`src/rtl/ilv_pkg.sv`:
```
`timescale 1ns/1ps
package ilv_pkg;
  localparam int FIELD_W = 20;
  localparam int BLK_SH  = 26;
  localparam int ADDR_W  = FIELD_W + BLK_SH;
  localparam int WORD_W  = 32;
  localparam int GBIT_W  = 5;
  localparam int WAYS_W  = 4;

  typedef enum logic [1:0] {
    TBL_BASE = 2'd0,
    TBL_SHAPE = 2'd1,
    TBL_DISP = 2'd2
  } tbl_sel_e;

  function automatic logic [GBIT_W-1:0] gran_pos(input logic [1:0] code);
    case (code)
      2'd0: return GBIT_W'(6);
      2'd1: return GBIT_W'(8);
      2'd2: return GBIT_W'(12);
      default: return GBIT_W'(30);
    endcase
  endfunction

  function automatic logic [ADDR_W-1:0] low_mask(input logic [GBIT_W-1:0] g);
    return (ADDR_W'(1) << g) - ADDR_W'(1);
  endfunction
endpackage

```
`src/rtl/ilv_tables.sv`:
```
`timescale 1ns/1ps
module ilv_tables
  import ilv_pkg::*;
#(
  parameter int NCTRL = 2,
  parameter int NCHAN = 3,
  parameter int NENT = 8,
  parameter int CTRL_W = (NCTRL > 1) ? $clog2(NCTRL) : 1,
  parameter int CHAN_W = (NCHAN > 1) ? $clog2(NCHAN) : 1,
  parameter int ENT_W = (NENT > 1) ? $clog2(NENT) : 1
) (
  input  logic              clk,
  input  logic              rst_n,
  input  logic              wr_en,
  input  logic [1:0]        wr_sel,
  input  logic [CTRL_W-1:0] wr_ctrl,
  input  logic [CHAN_W-1:0] wr_chan,
  input  logic [ENT_W-1:0]  wr_ent,
  input  logic [WORD_W-1:0] wr_data,
  input  logic [CTRL_W-1:0] rd_ctrl,
  input  logic [CHAN_W-1:0] rd_chan,
  output logic [WORD_W-1:0] base_o [NENT],
  output logic [WORD_W-1:0] shape_o [NENT],
  output logic [WORD_W-1:0] disp_o [NENT]
);
  logic [WORD_W-1:0] base_q  [NCTRL][NENT];
  logic [WORD_W-1:0] shape_q [NCTRL][NENT];
  logic [WORD_W-1:0] disp_q  [NCTRL][NCHAN][NENT];

  logic wr_ok_ctrl, wr_ok_chan, wr_ok_ent;
  assign wr_ok_ctrl = int'(wr_ctrl) < NCTRL;
  assign wr_ok_chan = int'(wr_chan) < NCHAN;
  assign wr_ok_ent  = int'(wr_ent) < NENT;

  always_ff @(posedge clk or negedge rst_n) begin
    if (!rst_n) begin
      for (int c = 0; c < NCTRL; c++) begin
        for (int e = 0; e < NENT; e++) begin
          base_q[c][e]  <= '0;
          shape_q[c][e] <= '0;
          for (int h = 0; h < NCHAN; h++) disp_q[c][h][e] <= '0;
        end
      end
    end else if (wr_en && wr_ok_ctrl && wr_ok_ent) begin
      case (tbl_sel_e'(wr_sel))
        TBL_BASE:  base_q[wr_ctrl][wr_ent] <= wr_data;
        TBL_SHAPE: shape_q[wr_ctrl][wr_ent] <= wr_data;
        TBL_DISP:  if (wr_ok_chan) disp_q[wr_ctrl][wr_chan][wr_ent] <= wr_data;
        default: ;
      endcase
    end
  end

  logic rd_ok;
  assign rd_ok = (int'(rd_ctrl) < NCTRL) && (int'(rd_chan) < NCHAN);

  generate
    for (genvar e = 0; e < NENT; e++) begin : g_rd
      assign base_o[e]  = rd_ok ? base_q[rd_ctrl][e] : '0;
      assign shape_o[e] = rd_ok ? shape_q[rd_ctrl][e] : '0;
      assign disp_o[e]  = rd_ok ? disp_q[rd_ctrl][rd_chan][e] : '0;
    end
  endgenerate
endmodule

```
`src/rtl/ilv_match.sv`:
```
`timescale 1ns/1ps
module ilv_match
  import ilv_pkg::*;
#(
  parameter int NENT = 8,
  parameter int ENT_W = (NENT > 1) ? $clog2(NENT) : 1
) (
  input  logic [ADDR_W-1:0] addr,
  input  logic [WORD_W-1:0] base_i [NENT],
  input  logic [WORD_W-1:0] shape_i [NENT],
  output logic              hit,
  output logic [ENT_W-1:0]  idx
);
  logic [NENT-1:0] inr;
  logic [NENT-1:0] unused_low;

  generate
    for (genvar e = 0; e < NENT; e++) begin : g_cmp
      logic [ADDR_W-1:0] lo, hi;
      assign lo = {base_i[e][31:12], {BLK_SH{1'b0}}};
      assign hi = {shape_i[e][31:12], {BLK_SH{1'b1}}};
      assign inr[e] = (lo <= addr) && (addr <= hi);
      assign unused_low[e] = ^{base_i[e][11:0], shape_i[e][11:0]};
    end
  endgenerate

  always_comb begin
    hit = |inr;
    idx = '0;
    for (int e = NENT - 1; e >= 0; e--) begin
      if (inr[e]) idx = ENT_W'(e);
    end
  end
endmodule

```
`src/rtl/ilv_remove.sv`:
```
`timescale 1ns/1ps
module ilv_remove
  import ilv_pkg::*;
#(
  parameter int CNT_W = $clog2(ADDR_W + 1)
) (
  input  logic              clk,
  input  logic              rst_n,
  input  logic              start,
  input  logic [ADDR_W-1:0] value,
  input  logic [GBIT_W-1:0] gran,
  input  logic [WAYS_W-1:0] ways,
  input  logic [ADDR_W-1:0] low_src,
  output logic              done,
  output logic [ADDR_W-1:0] result
);
  logic              busy_q;
  logic [CNT_W-1:0]  cnt_q;
  logic [ADDR_W-1:0] work_q;
  logic [1:0]        rem_q;
  logic [GBIT_W-1:0] gran_q;
  logic [ADDR_W-1:0] low_q;

  logic [2:0] trial;
  logic       qbit;
  logic [1:0] rem_nxt;
  logic [ADDR_W-1:0] work_nxt;
  assign trial    = {rem_q, work_q[ADDR_W-1]};
  assign qbit     = trial >= 3'd3;
  assign rem_nxt  = qbit ? 2'(trial - 3'd3) : trial[1:0];
  assign work_nxt = {work_q[ADDR_W-2:0], qbit};

  logic [1:0] lg;
  always_comb begin
    case (ways)
      4'd2: lg = 2'd1;
      4'd4: lg = 2'd2;
      4'd8: lg = 2'd3;
      default: lg = 2'd0;
    endcase
  end
  logic [5:0] sh_tot;
  assign sh_tot = 6'(gran) + 6'(lg);

  always_ff @(posedge clk or negedge rst_n) begin
    if (!rst_n) begin
      busy_q <= 1'b0;
      cnt_q  <= '0;
      work_q <= '0;
      rem_q  <= '0;
      gran_q <= '0;
      low_q  <= '0;
      done   <= 1'b0;
      result <= '0;
    end else begin
      done <= 1'b0;
      if (start && !busy_q) begin
        gran_q <= gran;
        low_q  <= low_src;
        if (ways == 4'd3) begin
          work_q <= value >> gran;
          rem_q  <= '0;
          cnt_q  <= CNT_W'(ADDR_W);
          busy_q <= 1'b1;
        end else begin
          result <= ((value >> sh_tot) << gran) | (low_src & low_mask(gran));
          done   <= 1'b1;
        end
      end else if (busy_q) begin
        work_q <= work_nxt;
        rem_q  <= rem_nxt;
        cnt_q  <= cnt_q - CNT_W'(1);
        if (cnt_q == CNT_W'(1)) begin
          busy_q <= 1'b0;
          done   <= 1'b1;
          result <= (work_nxt << gran_q) | (low_q & low_mask(gran_q));
        end
      end
    end
  end

  AST_REM_BOUND: assert property (@(posedge clk) disable iff (!rst_n)
    busy_q |-> rem_q != 2'd3);
  AST_NO_RESTART: assert property (@(posedge clk) disable iff (!rst_n)
    busy_q |-> !start);
endmodule

```
`src/rtl/ilv_reducer.sv`:
```
`timescale 1ns/1ps
module ilv_reducer
  import ilv_pkg::*;
#(
  parameter int NCTRL = 2,
  parameter int NCHAN = 3,
  parameter int NENT = 8,
  parameter int CTRL_W = (NCTRL > 1) ? $clog2(NCTRL) : 1,
  parameter int CHAN_W = (NCHAN > 1) ? $clog2(NCHAN) : 1,
  parameter int ENT_W = (NENT > 1) ? $clog2(NENT) : 1
) (
  input  logic              clk,
  input  logic              rst_n,
  input  logic              in_valid,
  output logic              in_ready,
  input  logic [ADDR_W-1:0] in_addr,
  input  logic [CTRL_W-1:0] in_ctrl,
  input  logic [CHAN_W-1:0] in_chan,
  input  logic              cfg_wr_en,
  input  logic [1:0]        cfg_wr_sel,
  input  logic [CTRL_W-1:0] cfg_wr_ctrl,
  input  logic [CHAN_W-1:0] cfg_wr_chan,
  input  logic [ENT_W-1:0]  cfg_wr_entry,
  input  logic [WORD_W-1:0] cfg_wr_data,
  output logic              out_valid,
  input  logic              out_ready,
  output logic              out_hit,
  output logic [ADDR_W-1:0] out_chan_addr,
  output logic [3:0]        out_skt_ways,
  output logic [2:0]        out_chn_ways
);
  typedef enum logic [2:0] {
    S_IDLE, S_LOOK, S_STEP1, S_WAIT1, S_STEP2, S_WAIT2, S_DONE
  } st_e;
  st_e state;

  logic [ADDR_W-1:0] addr_q, chaddr_q, mid_q, res_q;
  logic [CTRL_W-1:0] ctrl_q;
  logic [CHAN_W-1:0] chan_q;
  logic [GBIT_W-1:0] sg_q, cg_q;
  logic [3:0]        sktw_q;
  logic [2:0]        chnw_q;
  logic              chfirst_q, hit_q;

  logic [WORD_W-1:0] base_w [NENT];
  logic [WORD_W-1:0] shape_w [NENT];
  logic [WORD_W-1:0] disp_w [NENT];

  ilv_tables #(.NCTRL(NCTRL), .NCHAN(NCHAN), .NENT(NENT),
               .CTRL_W(CTRL_W), .CHAN_W(CHAN_W), .ENT_W(ENT_W)) u_tbl (
    .clk(clk), .rst_n(rst_n),
    .wr_en(cfg_wr_en), .wr_sel(cfg_wr_sel), .wr_ctrl(cfg_wr_ctrl),
    .wr_chan(cfg_wr_chan), .wr_ent(cfg_wr_entry), .wr_data(cfg_wr_data),
    .rd_ctrl(ctrl_q), .rd_chan(chan_q),
    .base_o(base_w), .shape_o(shape_w), .disp_o(disp_w)
  );

  logic             m_hit;
  logic [ENT_W-1:0] m_idx;
  ilv_match #(.NENT(NENT), .ENT_W(ENT_W)) u_match (
    .addr(addr_q), .base_i(base_w), .shape_i(shape_w),
    .hit(m_hit), .idx(m_idx)
  );

  logic [WORD_W-1:0] sel_base, sel_shape, sel_disp;
  assign sel_base  = base_w[m_idx];
  assign sel_shape = shape_w[m_idx];
  assign sel_disp  = disp_w[m_idx];

  logic unused_fields;
  assign unused_fields = ^{sel_base[31:8], sel_base[3:0], sel_shape[31:12],
                           sel_shape[7:0], sel_disp[31:24], sel_disp[3:0]};

  logic [GBIT_W-1:0] sg_n, cg_n;
  assign sg_n = gran_pos(sel_base[5:4]);
  assign cg_n = gran_pos(sel_base[7:6]);

  // Step operand selection
  logic              rm_start, rm_done;
  logic [ADDR_W-1:0] rm_value, rm_low, rm_result;
  logic [GBIT_W-1:0] rm_gran;
  logic [WAYS_W-1:0] rm_ways;
  logic              chan_step;

  always_comb begin
    rm_start  = (state == S_STEP1) || (state == S_STEP2);
    rm_value  = (state == S_STEP2) ? mid_q : chaddr_q;
    chan_step = (state == S_STEP2) ^ chfirst_q;
    rm_gran   = chan_step ? cg_q : sg_q;
    rm_ways   = chan_step ? WAYS_W'(chnw_q) : WAYS_W'(sktw_q);
    rm_low    = chfirst_q ? rm_value : addr_q;
  end

  ilv_remove u_rm (
    .clk(clk), .rst_n(rst_n), .start(rm_start), .value(rm_value),
    .gran(rm_gran), .ways(rm_ways), .low_src(rm_low),
    .done(rm_done), .result(rm_result)
  );

  always_ff @(posedge clk or negedge rst_n) begin
    if (!rst_n) begin
      state     <= S_IDLE;
      addr_q    <= '0;
      ctrl_q    <= '0;
      chan_q    <= '0;
      chaddr_q  <= '0;
      mid_q     <= '0;
      res_q     <= '0;
      sg_q      <= '0;
      cg_q      <= '0;
      sktw_q    <= '0;
      chnw_q    <= '0;
      chfirst_q <= 1'b0;
      hit_q     <= 1'b0;
    end else begin
      case (state)
        S_IDLE: if (in_valid) begin
          addr_q <= in_addr;
          ctrl_q <= in_ctrl;
          chan_q <= in_chan;
          state  <= S_LOOK;
        end
        S_LOOK: begin
          if (m_hit) begin
            hit_q     <= 1'b1;
            chaddr_q  <= addr_q - {sel_disp[23:4], {BLK_SH{1'b0}}};
            sg_q      <= sg_n;
            cg_q      <= cg_n;
            sktw_q    <= 4'd1 << sel_shape[11:10];
            chnw_q    <= {1'b0, sel_shape[9:8]} + 3'd1;
            chfirst_q <= (sel_shape[9:8] == 2'd2) && (sg_n > cg_n);
            state     <= S_STEP1;
          end else begin
            hit_q  <= 1'b0;
            res_q  <= '0;
            sktw_q <= '0;
            chnw_q <= '0;
            state  <= S_DONE;
          end
        end
        S_STEP1: state <= S_WAIT1;
        S_WAIT1: if (rm_done) begin
          mid_q <= rm_result;
          state <= S_STEP2;
        end
        S_STEP2: state <= S_WAIT2;
        S_WAIT2: if (rm_done) begin
          res_q <= rm_result;
          state <= S_DONE;
        end
        S_DONE: if (out_ready) state <= S_IDLE;
        default: state <= S_IDLE;
      endcase
    end
  end

  assign in_ready      = (state == S_IDLE);
  assign out_valid     = (state == S_DONE);
  assign out_hit       = hit_q;
  assign out_chan_addr = res_q;
  assign out_skt_ways  = sktw_q;
  assign out_chn_ways  = chnw_q;

  AST_OUT_HOLD: assert property (@(posedge clk) disable iff (!rst_n)
    out_valid && !out_ready |=> out_valid && $stable(out_chan_addr) && $stable(out_hit)
      && $stable(out_skt_ways) && $stable(out_chn_ways));
  AST_NO_READY_WHILE_FULL: assert property (@(posedge clk) disable iff (!rst_n)
    out_valid |-> !in_ready);
  AST_MISS_ZERO: assert property (@(posedge clk) disable iff (!rst_n)
    out_valid && !out_hit |-> out_chan_addr == '0 && out_skt_ways == 4'd0
      && out_chn_ways == 3'd0);
  AST_WAYS_LEGAL: assert property (@(posedge clk) disable iff (!rst_n)
    out_valid && out_hit |-> $countones(out_skt_ways) == 1
      && out_chn_ways >= 3'd1 && out_chn_ways <= 3'd4);
endmodule

```
`config.mk`:
```
export PLATFORM = sky130hd
export DESIGN_NAME = ilv_reducer
export DESIGN_NICKNAME = d
export VERILOG_FILES = /design/src/rtl/ilv_pkg.sv /design/src/rtl/ilv_tables.sv /design/src/rtl/ilv_match.sv /design/src/rtl/ilv_remove.sv /design/src/rtl/ilv_reducer.sv
export SDC_FILE = /design/constraint.sdc
export NUM_CORES = 2
export LEC_CHECK = 0
export ABC_CLOCK_PERIOD_IN_PS = 15100
export BUFFER_PORTS_ARGS = -buffer_cell sky130_fd_sc_hd__buf_2
export CORE_ASPECT_RATIO = 1.25
export CORE_MARGIN = 2
export CORE_UTILIZATION = 65
export CTS_CLUSTER_DIAMETER = 120
export CTS_CLUSTER_SIZE = 20
export DETAILED_ROUTE_END_ITERATION = 6
export GPL_TIMING_DRIVEN = 0
export PLACE_DENSITY = 0.82
export REMOVE_ABC_BUFFERS = 1
export SLEW_MARGIN = 40
export SYNTH_ARGS = -nofsm -noshare
export SYNTH_HDL_FRONTEND = slang
export SYNTH_SLANG_ARGS = --single-unit
```
`constraint.sdc`:
```
create_clock -name clk -period 15.1 [get_ports clk]
set_clock_uncertainty 0.1 [all_clocks]
set_input_delay 0.755 -clock clk [delete_from_list [all_inputs] [get_ports clk]]
set_output_delay 0.755 -clock clk [all_outputs]
set_load 0.005 [all_outputs]
```
==> metrics.csv <==
metric;value;unit
wl_per_cell;31.5;um
whs_path_depth;2;
final_common_cell;dfrtp_1;
portBuffers;145;
max_stage_delay;840;ps
initial_core_util;0.652;
async_flop_share;1.00;
powerDensity;215;nW/um2
drtPass1Iterations;7;
drt_iter0_drc;8976;
endpoint_kind;flop;
final-hold-violation-count;0;
synthCells;9584;
io_pins;150;
yosys_warnings;0;
fmax;92.7;MHz
clk_latency;860;ps
period_share;0.715;
critPathTopFamily;compound AO/OA/AOI/OAI gates;
worst_slew_pin_slew;1040;ps
cts_made_buffers;115;
wl_met1;132000;um
leakagePower;56.6;nW
nets;9722;
htree_levels;3;
fin_area;120000;um2
gp_congestion;1.05;
drc;2;
wl_met2;167000;um
top_layer_used;met5;
peakVddDrop;211;uV
cp.required;15720;ps
placed_area;117000;um2
r2r_cells;35;
drt-total-wl;363000;um
synth.distinct_cells;97;
r2r_end;chaddr_q[44];
core;171000;um2
grt_overflow_total;0;
die_h;467;um
worstHoldPathType;input port to flop;
ff2ff_setup_slack;4310;ps
clock_sinks;2079;
synth_edf_count;0;
syn_area;112000;um2
dp_cells;11384;
die_width;375;um
path_class;flop to flop;
ant_nets;0;
violations;DRC;
crit_top_cell;o21ai_0;
globalRouteTotalUtil;0.413;
cts_root_buf;clkbuf_16;
vias;82086;
layout.cells.non_filler;11535;
via_per_inst;7.12;
rsz0062_at_grt;false;
status;finished, violations left;
start_kind;flop;
min_from;in_addr[22];
synthToLayoutAreaGrowth;7.82;%
setup_viol;0;
grt_max_degree;118;
fin_crit;10790;ps
timing.rr.start;chan_q[1];
cts_buffer_depth;3;
cts_tree;yes;
antenna_found_initial;28;
crit_cells;35;
wl_met3;31500;um
syn_area_per_cell;11.6;um2
slowest_stage;a21oi_1;
slew_headroom;0.304;
crit_fanout;51;
rows;170;
yosysTopAreaCell;dfrtp_1;
hold_path_end;addr_q[22];
grt_pass1_vias;83975;
die-area;175000;um2
clkSlewWorstSetupHoldPaths;90;ps
ys_seq_area_frac;0.466;
synthFlopType;dfrtp_1;
synthTopCellsByArea;dfrtp_1, mux2_2, mux4_2;
final_cell_mix;dfrtp_1, mux2_2, nand2_1, nor2_1, mux2i_1;
cp.buffers_inverters;6;
ctsResizeCount;0;
ys_seq_elements;2079;
hpwl;252000;um
cap_viol_max_count;0;
cp.arrival;11420;ps
drive_gt1_frac;0.327;
grt_first_pass_wirelength;540000;um
yosysTopAreaCellShare;0.466;
slew_viol_final;0;
==> layout make-up <==
class	instances	area (um2)
multi-input combinational	6605	57100
sequential	2079	52100
fill	11700	50900
timing repair buffer	373	4830
clock buffer	127	2970
tap	2236	2800
inverter	94	383
clock inverter	8	143
antenna	13	32.5
==> report_power, final <==
| part | switching [W] | internal [W] |
|---|---|---|
| clock network | 0.00189 | 0.00140 |
| logic | 0.00970 | 0.00544 |
| registers | 0.00111 | 0.00638 |
==> synthesized netlist by cell type (65+ instances only) <==
| library cell | count |
|---|---|
| dfrtp_1 | 2079 |
| mux2_2 | 2013 |
| nand2_1 | 968 |
| clkbuf_1 | 672 |
| nor2_1 | 598 |
| mux2i_1 | 496 |
| o21ai_0 | 403 |
| ha_1 | 359 |
| a21oi_1 | 355 |
| mux4_2 | 260 |
| a211oi_1 | 127 |
| o211ai_1 | 119 |
| buf_1 | 101 |
| inv_1 | 88 |
| nand3_1 | 77 |
| nor3_1 | 77 |
| nand4_1 | 70 |
| a21o_1 | 65 |
==> timing repair <==
action / 4_1_cts / 5_1_grt
hold buffers: 1 / 0
endpoints found under the hold margin: 59 / 0
setup buffers: 0 / 0
setup endpoints to repair: 0 / 0
==> worst reg2reg max path: cells and delay by family, from the launching register on <==
family	cells	cell delay, ps
flip-flops	1	710
adder cells (fa/ha/maj)	2	650
buffers and inverters	6	1510
AO/OA/AOI/OAI	18	5110
multiplexers	1	320
XOR/XNOR	1	410
AND/OR/NAND/NOR	7	1880
==> registers in the layout, indices dropped and copies added, names as in the netlist, 4 cells and up <==
name	count
u_rm.gran_q	4
out_chan_addr	46
out_skt_ways	4
u_rm.work_q	46
sg_q	4
addr_q	46
cg_q	4
u_tbl.shape_q	384
u_rm.result	46
chaddr_q	46
u_rm.cnt_q	6
u_tbl.base_q	384
mid_q	46
u_rm.low_q	38
u_tbl.disp_q	960
==> stage by stage <==
| stage | setup TNS [ps] | total power, W | hold slack (ps) | utilization | worst slack [ps] |
|---|---|---|---|---|---|
| CTS | 0 | 0.0253 | 15.0 | 0.702 | 4940 |
| floorplan | -1374160 | 0.0165 | 340 | - | -16870 |
| detailed placement | 0 | 0.0220 | 365 | 0.684 | 4910 |
| global placement | - | 0.0215 | 356 | 0.654 | -38310 |
| finish | 0 | 0.0259 | 35.9 | 0.703 | 4310 |
| global route | 0 | 0.0269 | 42.0 | 0.703 | 4250 |
==> kinds of logic (layout without fill, tap and decap cells) <==
group | Yosys count | count (layout) | share of synthesized area
multiplexers | 2772 | 2772 | 0.300
flip-flops | 2079 | 2079 | 0.466
AND/OR/NAND/NOR | 1945 | 1945 | 0.0730
AO/OA/AOI/OAI | 1503 | 1503 | 0.0865
buffers and inverters | 900 | 602 | 0.0312
adder cells (fa/ha/maj) | 360 | 360 | 0.0404
XOR/XNOR | 25 | 25 | 0.00237
other | 0 | 13 | 0
==> how the worst max path moves through the flow <==
stage / endpoint / from / slack [ps]
after global placement: chaddr_q[44] / ctrl_q / -38310
after global routing: chaddr_q[44] / chan_q[1] / 4250
after floorplan: chaddr_q[44] / ctrl_q / -16870
final: chaddr_q[44] / chan_q[1] / 4310
after CTS: chaddr_q[44] / chan_q[0] / 4940
after detailed placement: chaddr_q[44] / chan_q[0] / 4910
==> routing by layer <==
metal | vias to the layer above | track usage
li1 | 34179 | -
met1 | 42045 | 0.507
met2 | 4462 | 0.648
met3 | 1378 | 0.0861
met4 | 22 | 0.311
met5 | - | 0
Note: power is estimated with default switching activity, not from simulation.
